### src/rtl/mst_pkg.sv
package mst_pkg;

  localparam logic [2:0] ALG_MATS   = 3'd0;
  localparam logic [2:0] ALG_MATSP  = 3'd1;
  localparam logic [2:0] ALG_MARCHX = 3'd2;
  localparam logic [2:0] ALG_MARCHC = 3'd3;
  localparam logic [2:0] ALG_CKBD   = 3'd4;

  typedef enum logic [2:0] {
    ST_IDLE, ST_RUN, ST_PAUSE, ST_FLUSH, ST_DONE
  } st_e;

  // One march element: up to two operations per address
  typedef struct packed {
    logic two;  // second operation present
    logic rd0;  // first op is a read
    logic v0;   // first op data bit
    logic rd1;  // second op is a read
    logic v1;   // second op data bit
  } elem_t;

  localparam elem_t E_W0   = 5'b0_0_0_0_0;
  localparam elem_t E_R0   = 5'b0_1_0_0_0;
  localparam elem_t E_R1   = 5'b0_1_1_0_0;
  localparam elem_t E_R0W1 = 5'b1_1_0_0_1;
  localparam elem_t E_R1W0 = 5'b1_1_1_0_0;

  // Map unused codes onto March C
  function automatic logic [2:0] norm_alg(input logic [2:0] a);
    return (a > ALG_CKBD) ? ALG_MARCHC : a;
  endfunction

  function automatic logic [2:0] elem_count(input logic [2:0] a);
    case (a)
      ALG_MATS:   return 3'd3;
      ALG_MATSP:  return 3'd3;
      ALG_MARCHX: return 3'd4;
      ALG_CKBD:   return 3'd2;
      default:    return 3'd6;
    endcase
  endfunction

  function automatic elem_t elem_desc(input logic [2:0] a, input logic [2:0] idx);
    elem_t e;
    e = E_W0;
    if (idx != 3'd0) begin
      case (a)
        ALG_MATS:   e = (idx == 3'd1) ? E_R0W1 : E_R1;
        ALG_MATSP:  e = (idx == 3'd1) ? E_R0W1 : E_R1W0;
        ALG_MARCHX: e = (idx == 3'd1) ? E_R0W1 : (idx == 3'd2) ? E_R1W0 : E_R0;
        ALG_CKBD:   e = E_R0;
        default: begin
          case (idx)
            3'd1, 3'd3: e = E_R0W1;
            3'd2, 3'd4: e = E_R1W0;
            default:    e = E_R0;
          endcase
        end
      endcase
    end
    return e;
  endfunction

  // Odd elements walk downward
  function automatic logic elem_down(input logic [2:0] idx);
    return idx[0];
  endfunction

  // Retention pause sits after the initial write element
  function automatic logic pause_after(input logic [2:0] a, input logic [2:0] idx);
    return (idx == 3'd0) && ((a == ALG_MARCHC) || (a == ALG_CKBD));
  endfunction

  // Checkerboard group: row LSB xor column LSB
  function automatic logic ckbd_group(input logic [31:0] addr, input int cb);
    if (cb == 0) return addr[0];
    return addr[0] ^ addr[cb];
  endfunction

endpackage

### src/rtl/mst_seq.sv
module mst_seq
  import mst_pkg::*;
#(
  parameter int AW = 6,
  parameter int PW = 24,
  parameter int CB = 3
) (
  input  logic          clk,
  input  logic          rst,
  input  logic          test_sel,
  input  logic [2:0]    alg_sel,
  input  logic          ret_en,
  input  logic [PW-1:0] pause_len,
  output logic          issue_vld,
  output logic          issue_rd,
  output logic [AW-1:0] issue_addr,
  output logic          issue_bit,
  output logic [2:0]    issue_elem,
  output logic          pause_act,
  output logic          seq_done
);

  localparam logic [AW-1:0] ADDR_LAST = {AW{1'b1}};

  st_e           state;
  logic [2:0]    alg_q;
  logic          ret_q;
  logic [PW-1:0] plen_q;
  logic [PW-1:0] cnt_q;
  logic [2:0]    elem_q;
  logic [AW-1:0] addr_q;
  logic          op_q;

  elem_t      desc;
  logic       down, cur_rd, cur_v, grp;
  logic       op_end, addr_end, seq_last, take_pause;
  logic [2:0] elem_nx;

  always_comb begin
    desc       = elem_desc(alg_q, elem_q);
    down       = elem_down(elem_q);
    cur_rd     = op_q ? desc.rd1 : desc.rd0;
    cur_v      = op_q ? desc.v1  : desc.v0;
    grp        = ckbd_group(32'(addr_q), CB);
    op_end     = !(desc.two && !op_q);
    addr_end   = down ? (addr_q == '0) : (addr_q == ADDR_LAST);
    seq_last   = (elem_q == elem_count(alg_q) - 3'd1);
    take_pause = pause_after(alg_q, elem_q) && ret_q && (plen_q != '0);
    elem_nx    = elem_q + 3'd1;
  end

  assign issue_vld  = (state == ST_RUN) && test_sel;
  assign issue_rd   = issue_vld && cur_rd;
  assign issue_addr = addr_q;
  assign issue_bit  = cur_v ^ ((alg_q == ALG_CKBD) && grp);
  assign issue_elem = elem_q;
  assign pause_act  = (state == ST_PAUSE);
  assign seq_done   = (state == ST_DONE);

  always_ff @(posedge clk) begin
    if (rst) begin
      state  <= ST_IDLE;
      alg_q  <= '0;
      ret_q  <= 1'b0;
      plen_q <= '0;
      cnt_q  <= '0;
      elem_q <= '0;
      addr_q <= '0;
      op_q   <= 1'b0;
    end else if (!test_sel) begin
      state <= ST_IDLE;
      op_q  <= 1'b0;
    end else begin
      case (state)
        ST_IDLE: begin
          state  <= ST_RUN;
          alg_q  <= norm_alg(alg_sel);
          ret_q  <= ret_en;
          plen_q <= pause_len;
          elem_q <= '0;
          addr_q <= '0;
          op_q   <= 1'b0;
        end
        ST_RUN: begin
          if (!op_end) begin
            op_q <= 1'b1;
          end else begin
            op_q <= 1'b0;
            if (!addr_end) begin
              addr_q <= down ? addr_q - 1'b1 : addr_q + 1'b1;
            end else if (seq_last) begin
              state <= ST_FLUSH;
            end else begin
              elem_q <= elem_nx;
              addr_q <= elem_down(elem_nx) ? ADDR_LAST : '0;
              if (take_pause) begin
                state <= ST_PAUSE;
                cnt_q <= plen_q - 1'b1;
              end
            end
          end
        end
        ST_PAUSE: begin
          if (cnt_q == '0) state <= ST_RUN;
          else             cnt_q <= cnt_q - 1'b1;
        end
        ST_FLUSH: state <= ST_DONE;
        default:  state <= ST_DONE;
      endcase
    end
  end

endmodule

### src/rtl/mst_cmp.sv
module mst_cmp #(
  parameter int AW = 6,
  parameter int DW = 16
) (
  input  logic          clk,
  input  logic          rst,
  input  logic          issue_rd,
  input  logic [AW-1:0] issue_addr,
  input  logic [2:0]    issue_elem,
  input  logic          issue_bit,
  input  logic [DW-1:0] mem_rdata,
  output logic          mismatch,
  output logic          fail,
  output logic [AW-1:0] fail_addr,
  output logic [2:0]    fail_elem
);

  logic          pend_q;
  logic          exp_q;
  logic [AW-1:0] addr_q;
  logic [2:0]    elem_q;

  // Expected word trails the read by the memory latency
  always_ff @(posedge clk) begin
    if (rst) begin
      pend_q <= 1'b0;
      exp_q  <= 1'b0;
      addr_q <= '0;
      elem_q <= '0;
    end else begin
      pend_q <= issue_rd;
      exp_q  <= issue_bit;
      addr_q <= issue_addr;
      elem_q <= issue_elem;
    end
  end

  assign mismatch = pend_q && (mem_rdata != {DW{exp_q}});

  always_ff @(posedge clk) begin
    if (rst) begin
      fail      <= 1'b0;
      fail_addr <= '0;
      fail_elem <= '0;
    end else if (mismatch && !fail) begin
      fail      <= 1'b1;
      fail_addr <= addr_q;
      fail_elem <= elem_q;
    end
  end

endmodule

### src/rtl/mst_mux.sv
module mst_mux #(
  parameter int AW = 6,
  parameter int DW = 16
) (
  input  logic          test_sel,
  input  logic [AW-1:0] fn_addr,
  input  logic [DW-1:0] fn_wdata,
  input  logic          fn_we,
  input  logic          fn_re,
  input  logic          t_vld,
  input  logic          t_rd,
  input  logic [AW-1:0] t_addr,
  input  logic          t_bit,
  output logic [AW-1:0] mem_addr,
  output logic [DW-1:0] mem_wdata,
  output logic          mem_we,
  output logic          mem_re
);

  always_comb begin
    if (test_sel) begin
      mem_addr  = t_addr;
      mem_wdata = {DW{t_bit}};
      mem_we    = t_vld && !t_rd;
      mem_re    = t_vld && t_rd;
    end else begin
      mem_addr  = fn_addr;
      mem_wdata = fn_wdata;
      mem_we    = fn_we;
      mem_re    = fn_re;
    end
  end

endmodule

### src/rtl/mem_selftest.sv
module mem_selftest #(
  parameter int AW = 6,
  parameter int DW = 16,
  parameter int CB = 3,
  parameter int PW = 24
) (
  input  logic          clk,
  input  logic          bist_rst,
  input  logic          test_sel,
  input  logic [2:0]    alg_sel,
  input  logic          ret_en,
  input  logic [PW-1:0] pause_len,
  input  logic [AW-1:0] fn_addr,
  input  logic [DW-1:0] fn_wdata,
  input  logic          fn_we,
  input  logic          fn_re,
  output logic [AW-1:0] mem_addr,
  output logic [DW-1:0] mem_wdata,
  output logic          mem_we,
  output logic          mem_re,
  input  logic [DW-1:0] mem_rdata,
  output logic          done,
  output logic          fail,
  output logic [AW-1:0] fail_addr,
  output logic [2:0]    fail_elem
);

  logic          issue_vld, issue_rd, issue_bit;
  logic [AW-1:0] issue_addr;
  logic [2:0]    issue_elem;
  logic          pause_act;
  logic          mismatch;

  mst_seq #(.AW(AW), .PW(PW), .CB(CB)) u_seq (
    .clk        (clk),
    .rst        (bist_rst),
    .test_sel   (test_sel),
    .alg_sel    (alg_sel),
    .ret_en     (ret_en),
    .pause_len  (pause_len),
    .issue_vld  (issue_vld),
    .issue_rd   (issue_rd),
    .issue_addr (issue_addr),
    .issue_bit  (issue_bit),
    .issue_elem (issue_elem),
    .pause_act  (pause_act),
    .seq_done   (done)
  );

  mst_cmp #(.AW(AW), .DW(DW)) u_cmp (
    .clk        (clk),
    .rst        (bist_rst),
    .issue_rd   (issue_rd),
    .issue_addr (issue_addr),
    .issue_elem (issue_elem),
    .issue_bit  (issue_bit),
    .mem_rdata  (mem_rdata),
    .mismatch   (mismatch),
    .fail       (fail),
    .fail_addr  (fail_addr),
    .fail_elem  (fail_elem)
  );

  mst_mux #(.AW(AW), .DW(DW)) u_mux (
    .test_sel  (test_sel),
    .fn_addr   (fn_addr),
    .fn_wdata  (fn_wdata),
    .fn_we     (fn_we),
    .fn_re     (fn_re),
    .t_vld     (issue_vld),
    .t_rd      (issue_rd),
    .t_addr    (issue_addr),
    .t_bit     (issue_bit),
    .mem_addr  (mem_addr),
    .mem_wdata (mem_wdata),
    .mem_we    (mem_we),
    .mem_re    (mem_re)
  );

endmodule

### config.mk
export PLATFORM = sky130hd
export DESIGN_NAME = mem_selftest
export DESIGN_NICKNAME = d
export VERILOG_FILES = /design/src/rtl/mst_pkg.sv /design/src/rtl/mst_seq.sv /design/src/rtl/mst_cmp.sv /design/src/rtl/mst_mux.sv /design/src/rtl/mem_selftest.sv
export SDC_FILE = /design/constraint.sdc
export NUM_CORES = 1
export LEC_CHECK = 0
export BUFFER_PORTS_ARGS = -buffer_cell sky130_fd_sc_hd__buf_2
export CAP_MARGIN = 30
export CORE_ASPECT_RATIO = 0.75
export CORE_MARGIN = 4
export CORE_UTILIZATION = 42
export DETAILED_ROUTE_END_ITERATION = 10
export PLACE_DENSITY = 0.67
export SYNTH_ARGS = -nofsm -noshare
export SYNTH_HDL_FRONTEND = slang
export SYNTH_SLANG_ARGS = --single-unit
### constraint.sdc
create_clock -name clk -period 3.6 [get_ports clk]
set_input_delay 0.18 -clock clk [delete_from_list [all_inputs] [get_ports clk]]
set_output_delay 0.18 -clock clk [all_outputs]
set_load 0.01 [all_outputs]
Word-level counts from Yosys, hierarchy flattened
Cells that the tools add are included.
{ "op_classes": {"n_addsub": 6, "n_lt_le_gt_ge": 1, "n_eq_ne": 22, "n_mux": 40, "n_bitwise": 3, "n_reduce_logical": 33} }
{ "ops": {"columns": ["cell", "count"], "rows": [
  ["2-to-1 mux 24 bit", 5],
  ["case mux 24 bit (2 select lines)", 1],
  ["subtractor 24 x 1 -> 24 bit (second input constant)", 2],
  ["2-to-1 mux 6 bit", 6],
  ["2-to-1 mux 3 bit", 10],
  ["logical NOT 24 bit", 1],
  ["nonzero test 24 bit", 1],
  ["2-to-1 mux 5 bit", 4],
  ["case mux 5 bit (4 select lines)", 1],
  ["case mux 3 bit (3 select lines)", 2],
  ["2-to-1 mux 16 bit", 1],
  ["!= test 16 bit", 1],
  ["equality test 3 x 2 -> 1 bit (second input constant)", 5],
  ["case mux 6 bit (2 select lines)", 1],
  ["logical AND 1 bit", 11],
  ["case mux 5 bit (2 select lines)", 1],
  ["equality test 3 x 1 -> 1 bit (second input constant)", 3],
  ["equality test 3 bit (second input constant)", 3],
  ["logical NOT 3 bit", 3],
  ["AND reduction 4 bit", 2],
  ["OR reduction 2 bit", 4],
  ["AND reduction 7 bit", 1],
  ["adder 6 x 1 -> 6 bit (second input constant)", 1],
  ["equality test 6 bit (second input constant)", 1],
  ["other kinds (21)", 34]
]} }
{ "word_totals": {"reg_bits": 86, "in_bits": 71, "out_inout_bits": 35, "elab_cells": 120} }

Logic depth before layout (Yosys ltp)
{ "logic_depth": {"ltp_word": 10, "depth_mapped": 12, "ltp_nobuf": 9} }

Hierarchy
A second synthesis with hierarchy kept.
{ "unflattened": {"cells_unflattened": 709, "area_unflattened_um2": 5476.5} }
{ "by_module_without_submodules": {"columns": ["mod", "n_inst", "cells_each", "area_each_um2", "seq_area_each_um2"], "rows": [
  ["mst_seq", 1, 578, 4347.9, 1301.2],
  ["mst_cmp", 1, 82, 830.8, 420.4],
  ["mst_mux", 1, 49, 297.8, 0.0]
]} }

Worst setup path after synthesis
Ideal clock, no wire load.
{ "synth_timing": {"path_type": "register to register", "start": "reg u_seq.alg_q[1]", "end": "reg u_seq.addr_q[5], in the netlist u_seq.issue_addr[5]", "setup_time_ps": 124, "t_arrival_ps": 2397, "t_required_ps": 3476, "path_slack_ps": 1078, "stages_incl_launch_ff": 12, "n_path_buf": 2, "period_less_slack_ps": 2522, "path_cell_list": "dfxtp_1 clkbuf_1 nor3b_1 ha_1 xor2_1 xnor2_1 or3_1 o211ai_1 or4_1 clkbuf_1 a2bb2oi_1 o22ai_1"} }
{ "synth_via": {"elab_chain_len": 7, "word_cells_on_any_way": 14, "cone_classes": "add/sub: 1; eq/ne: 6; mux: 3; reduce/logical: 4"} }
{ "synth_rtl": {"columns": ["element", "line_no", "rtl"], "rows": [
  ["start: declaration", "mst_seq.sv:26", "logic [2:0] alg_q;"],
  ["start signal: assignment", "mst_seq.sv:77", "alg_q <= norm_alg(alg_sel);"],
  ["equality test 3 x 1 -> 1 bit or logical NOT 3 bit (tied branches)", "mst_pkg.sv:34, mst_pkg.sv:47", null],
  ["OR reduction 2 bit (no source line)", null, null],
  ["case mux 3 bit (3 select lines)", "mst_pkg.sv:34", "case (a)"],
  ["subtractor 3 x 1 -> 3 bit", "mst_seq.sv:47", "seq_last = (elem_q == elem_count(alg_q) - 3'd1);"],
  ["equality test 3 bit", "mst_seq.sv:47", null],
  ["!= test 3 bit (no source line)", null, null],
  ["AND reduction 4 bit (no source line) (*)", null, null],
  ["end signal: assignment", "mst_seq.sv:90", "addr_q <= down ? addr_q - 1'b1 : addr_q + 1'b1;"],
  ["end signal: assignment", "mst_seq.sv:95", "addr_q <= elem_down(elem_nx) ? ADDR_LAST : '0;"],
  ["end: declaration", "mst_seq.sv:31", "logic [AW-1:0] addr_q;"]
]} }
Mark *: on every way between the ends. The rest lies on a longest branch, timed or not.
A chain may end at the register's enable or synchronous reset.

Final worst setup path
{ "layout_timing": {"start": "reg u_seq.alg_q[2]", "end": "reg u_seq.cnt_q[22]"} }
{ "layout_via": {"elab_chain_len": 7, "word_cells_on_any_way": 20, "cone_classes": "add/sub: 1; eq/ne: 8; mux: 3; reduce/logical: 8"} }
{ "layout_rtl": {"columns": ["element", "line_no", "rtl"], "rows": [
  ["equality test 3 x 1 -> 1 bit, or another cell as far along", "mst_pkg.sv:34, mst_pkg.sv:47", null],
  ["OR reduction 2 bit (no source line) or logical OR 1 bit (tied branches)", null, null],
  ["case mux 3 bit (3 select lines) or logical AND 1 bit (tied branches)", "mst_pkg.sv:34, mst_pkg.sv:71", null],
  ["subtractor 3 x 1 -> 3 bit or logical AND 1 bit (tied branches)", "mst_seq.sv:47, mst_seq.sv:48", null],
  ["equality test 3 bit or logical AND 1 bit (tied branches)", "mst_seq.sv:47, mst_seq.sv:48", null],
  ["!= test 2 bit (no source line) or != test 2 x 1 -> 1 bit (tied branches)", null, null],
  ["AND reduction 7 bit (no source line) (*)", null, null],
  ["end signal: assignment", "mst_seq.sv:98", "cnt_q <= plen_q - 1'b1;"],
  ["end signal: assignment", "mst_seq.sv:105", "else cnt_q <= cnt_q - 1'b1;"],
  ["end: declaration", "mst_seq.sv:29", "logic [PW-1:0] cnt_q;"]
]} }
Marked as above.

==> flow_summary_export.csv <==
group,metric,value,unit
setup_path,arr_time_crit_path,3.16,ns
routing,ant_nets,0,
setup_path,crit_path_max_fanout,21,
clock_network,clk_pin_slew,0.06,ns
clock_network,cts-buffers-inserted,9,
logic_synthesis,post_synth_instance_area,5030,um^2
pwr,total_leakage_power,2.33,nW
logic_synthesis,synth-warning-count,0,
global_routing,first_global_vias,4446,
logic_synthesis,seq_area_frac_synth,34.2,%
setup_path,startpoint_type,"flop",
run_status,outcome,"finished, final reports clean",
timing,report.final.hold_viol_count,0,
logic_synthesis,post_synth.cell_area_avg,8.02,um^2
timing,grt_setup_unrepaired,"no",
routing,detail_route.first_pass.iterations,5,
placed_design,gp_routability_congestion,0.907,
final_layout,fin_cells,875,
setup_path,criticalPathCategory,"reg2reg",
min_path,hold-path-cell-count,3,
floorplan,initial_core_util,43.2,%
timing,slew_headroom,36.5,%
setup_path,worstPathCellList,"or2_2, ha_1, xor2_1, xnor2_1, nor3_1, o21bai_4, nand2_1, o21ai_0, a31oi_1",
global_routing,globalRouteOverflowTotal,0,
logic_synthesis,synth.net_count,709,
setup_path,critical_path_endpoint_category,"flop",
floorplan,floorplan.die.height,103,um
clock_network,cts_sinks,86,
setup_path,crit_path_max_cell_delay,0.52,ns
routing,drt-wirelength-per-cell,15.5,um
run,drv.max_cap_violation_count,0,
timing,final.period_utilization,80.6,%
clock_network,cts-hold-fix-buffers,0,
timing,timing_worst_slew_pin_value,0.948,ns
logic_synthesis,synthFlopType,"dfxtp_1",
routing,wl,13.6,mm
final_layout,syn2layout_area_growth,18.1,%
min_path,hp-class,"in2reg",
placed_design,port_buffers,105,
placed_design,detailedPlacementHpwl,10.0,mm
logic_synthesis,yosys_register_bits,86,
final_layout,count_of_inserted_antenna_diode_cells,0,
logic_synthesis,edff_count_synth,0,
global_routing,grt.total_usage,19.6,%
final_layout,final_layout_size_suffix_gt1_share,22.3,%
placed_design,placedCellCount,859,
clock_network,cts.repair.resized,0,
timing,total_of_endpoints_with_negative_setup_slack_in_the_final_report,0,
setup_path,critPathRequiredTime,3.86,ns
clock_network,ctsRootBufferMaster,"clkbuf_16",
pwr,vdd.ir_drop.worst,0.000269,V
global_routing,first_pass_grt_wire_length,22.3,mm
logic_synthesis,netlist-cell-type-count,72,
timing,fin_hold_ws,0.0785,ns
setup_path,cpMaxStageDelayCell,"nand2_1",
floorplan,placeableCoreArea,11700,um^2
floorplan,rows,34,
routing,avgViaCountPerCell,5.61,
clock_network,worst_skew_pair.late_latency,0.34,ns
routing,drt_first_iter_violations,336,
final_layout,final_common_cell,"buf_2",
routing,detail_route.drc_violations,0,
global_routing,number_of_antenna_violations_at_the_first_check_in_global_routing,0,
setup_path,r2r.worst_path.cells,9,
global_routing,grt_start_max_net_pins,44,
routing,num_vias,4910,
clock_network,cts_tree,"yes",
floorplan,die_area,13800,um^2
clock_network,post-cts-setup-buffer-count,0,
clock_network,clk_path_buf_depth,2,
pwr,power_per_cell_area,439,nW/um^2
floorplan,top_level_ports,106,
timing,fin_setup_tns,0,ns
timing,final_slew_viol_count,0,
timing,fmax,345,MHz
timing,clock_skew,0.0113,ns
logic_synthesis,asyncSetResetFlopFracSynth,0,%
clock_network,cts-htree-levels,3,
floorplan,chipWidth,134,um
logic_synthesis,number_of_cells_produced_by_synthesis,628,
timing,period_minus_slack,2.90,ns
final_layout,final_net_count,789,
final_layout,layout.cells.most_common_list,"105 x buf_2, 94 x nand2_1, 86 x dfxtp_1",
[synthesized netlist by cell type (all sizes together), types with 8 or more instances]
cell / instances / area (um^2)
nand2: 94 / 353
dfxtp: 86 / 1720
a21oi: 60 / 304
nor2: 53 / 199
o21ai: 34 / 170
clkbuf: 28 / 105
nor3: 21 / 116
o21a: 20 / 150
buf: 14 / 105
inv: 14 / 52.6
mux2i: 14 / 140
xnor2: 14 / 123
nor4: 11 / 105
a211oi: 10 / 75.1
nand4: 10 / 62.6
ha: 9 / 113
mux2: 9 / 101
nor2b: 9 / 56.3
a31oi: 8 / 50.1
[cell type report]
type	instances	area (um^2)
Fill cell	1129	5710
Multi-Input combinational cell	486	3060
Sequential cell	86	1720
Timing Repair Buffer	111	591
Clock buffer	9	225
Tap cell	162	203
Clock inverter	7	95.1
Inverter	14	52.6
[logic make-up after synthesis]
family,synth area share [%]
and+or+nand+nor,26.5
AOI/OAI and AO/OA,23.5
DFF,34.2
buffers and inverters,5.22
muxes,4.80
xor gates and xnor gates,3.13
adders and majority gates,2.63
[path summary, 6_finish.rpt]
check,end,slack [ns],startpoint
worst max-delay path,u_seq.cnt_q[22],0.70,u_seq.alg_q[2]
worst min-delay path,u_seq.plen_q[3],0.08,pause_len[3]
worst max register to register,u_seq.cnt_q[22],0.70,u_seq.alg_q[2]
worst min register to register,u_cmp.fail,0.46,u_cmp.fail
[state kept, by name (all words and copies together) (netlist names), 3 cells and up]
register          flops
u_seq.alg_q           3
u_seq.issue_addr      6
u_cmp.addr_q          6
u_seq.state           3
u_cmp.elem_q          3
u_cmp.fail_addr       6
u_cmp.fail_elem       3
u_seq.plen_q         24
u_seq.cnt_q          24
u_seq.issue_elem      3
[worst max-delay path, delay by kind of cell (launching register included)]
family | cells | cell delay, ns
AOI/OAI and AO/OA | 3 | 0.52
xor gates and xnor gates | 2 | 0.31
adders and majority gates | 1 | 0.21
DFF | 1 | 0.42
and+or+nand+nor | 3 | 1.35
[through the flow]
| stage | power, W | utilization, % | worst slack [ns] | instance area, um^2 |
|---|---|---|---|---|
| finish | 0.00261 | 51.0 | 0.697 | 5940 |
| global route | 0.00273 | 51.0 | 0.454 | 5940 |
| CTS | 0.00262 | 51.0 | 0.733 | 5940 |
| detailed placement | 0.00161 | 48.3 | 0.737 | 5620 |
| global placement | 0.00160 | 48.1 | 0.846 | 5610 |
| floorplan | 0.00146 | - | 1.08 | 5030 |
[power by group]
part / switching [W] / internal [W]
clock network: 0.000401 / 0.000611
logic: 0.000314 / 0.000224
registers: 0.0000669 / 0.000995
[metal layers]
layer  routed length (um)  track usage (%)
met2                 5800             29.3
met1                 6700             29.5
met3                 1010             3.41
met5                    0                0
met4                   88             4.38
Power figures use the tool's default switching activity.
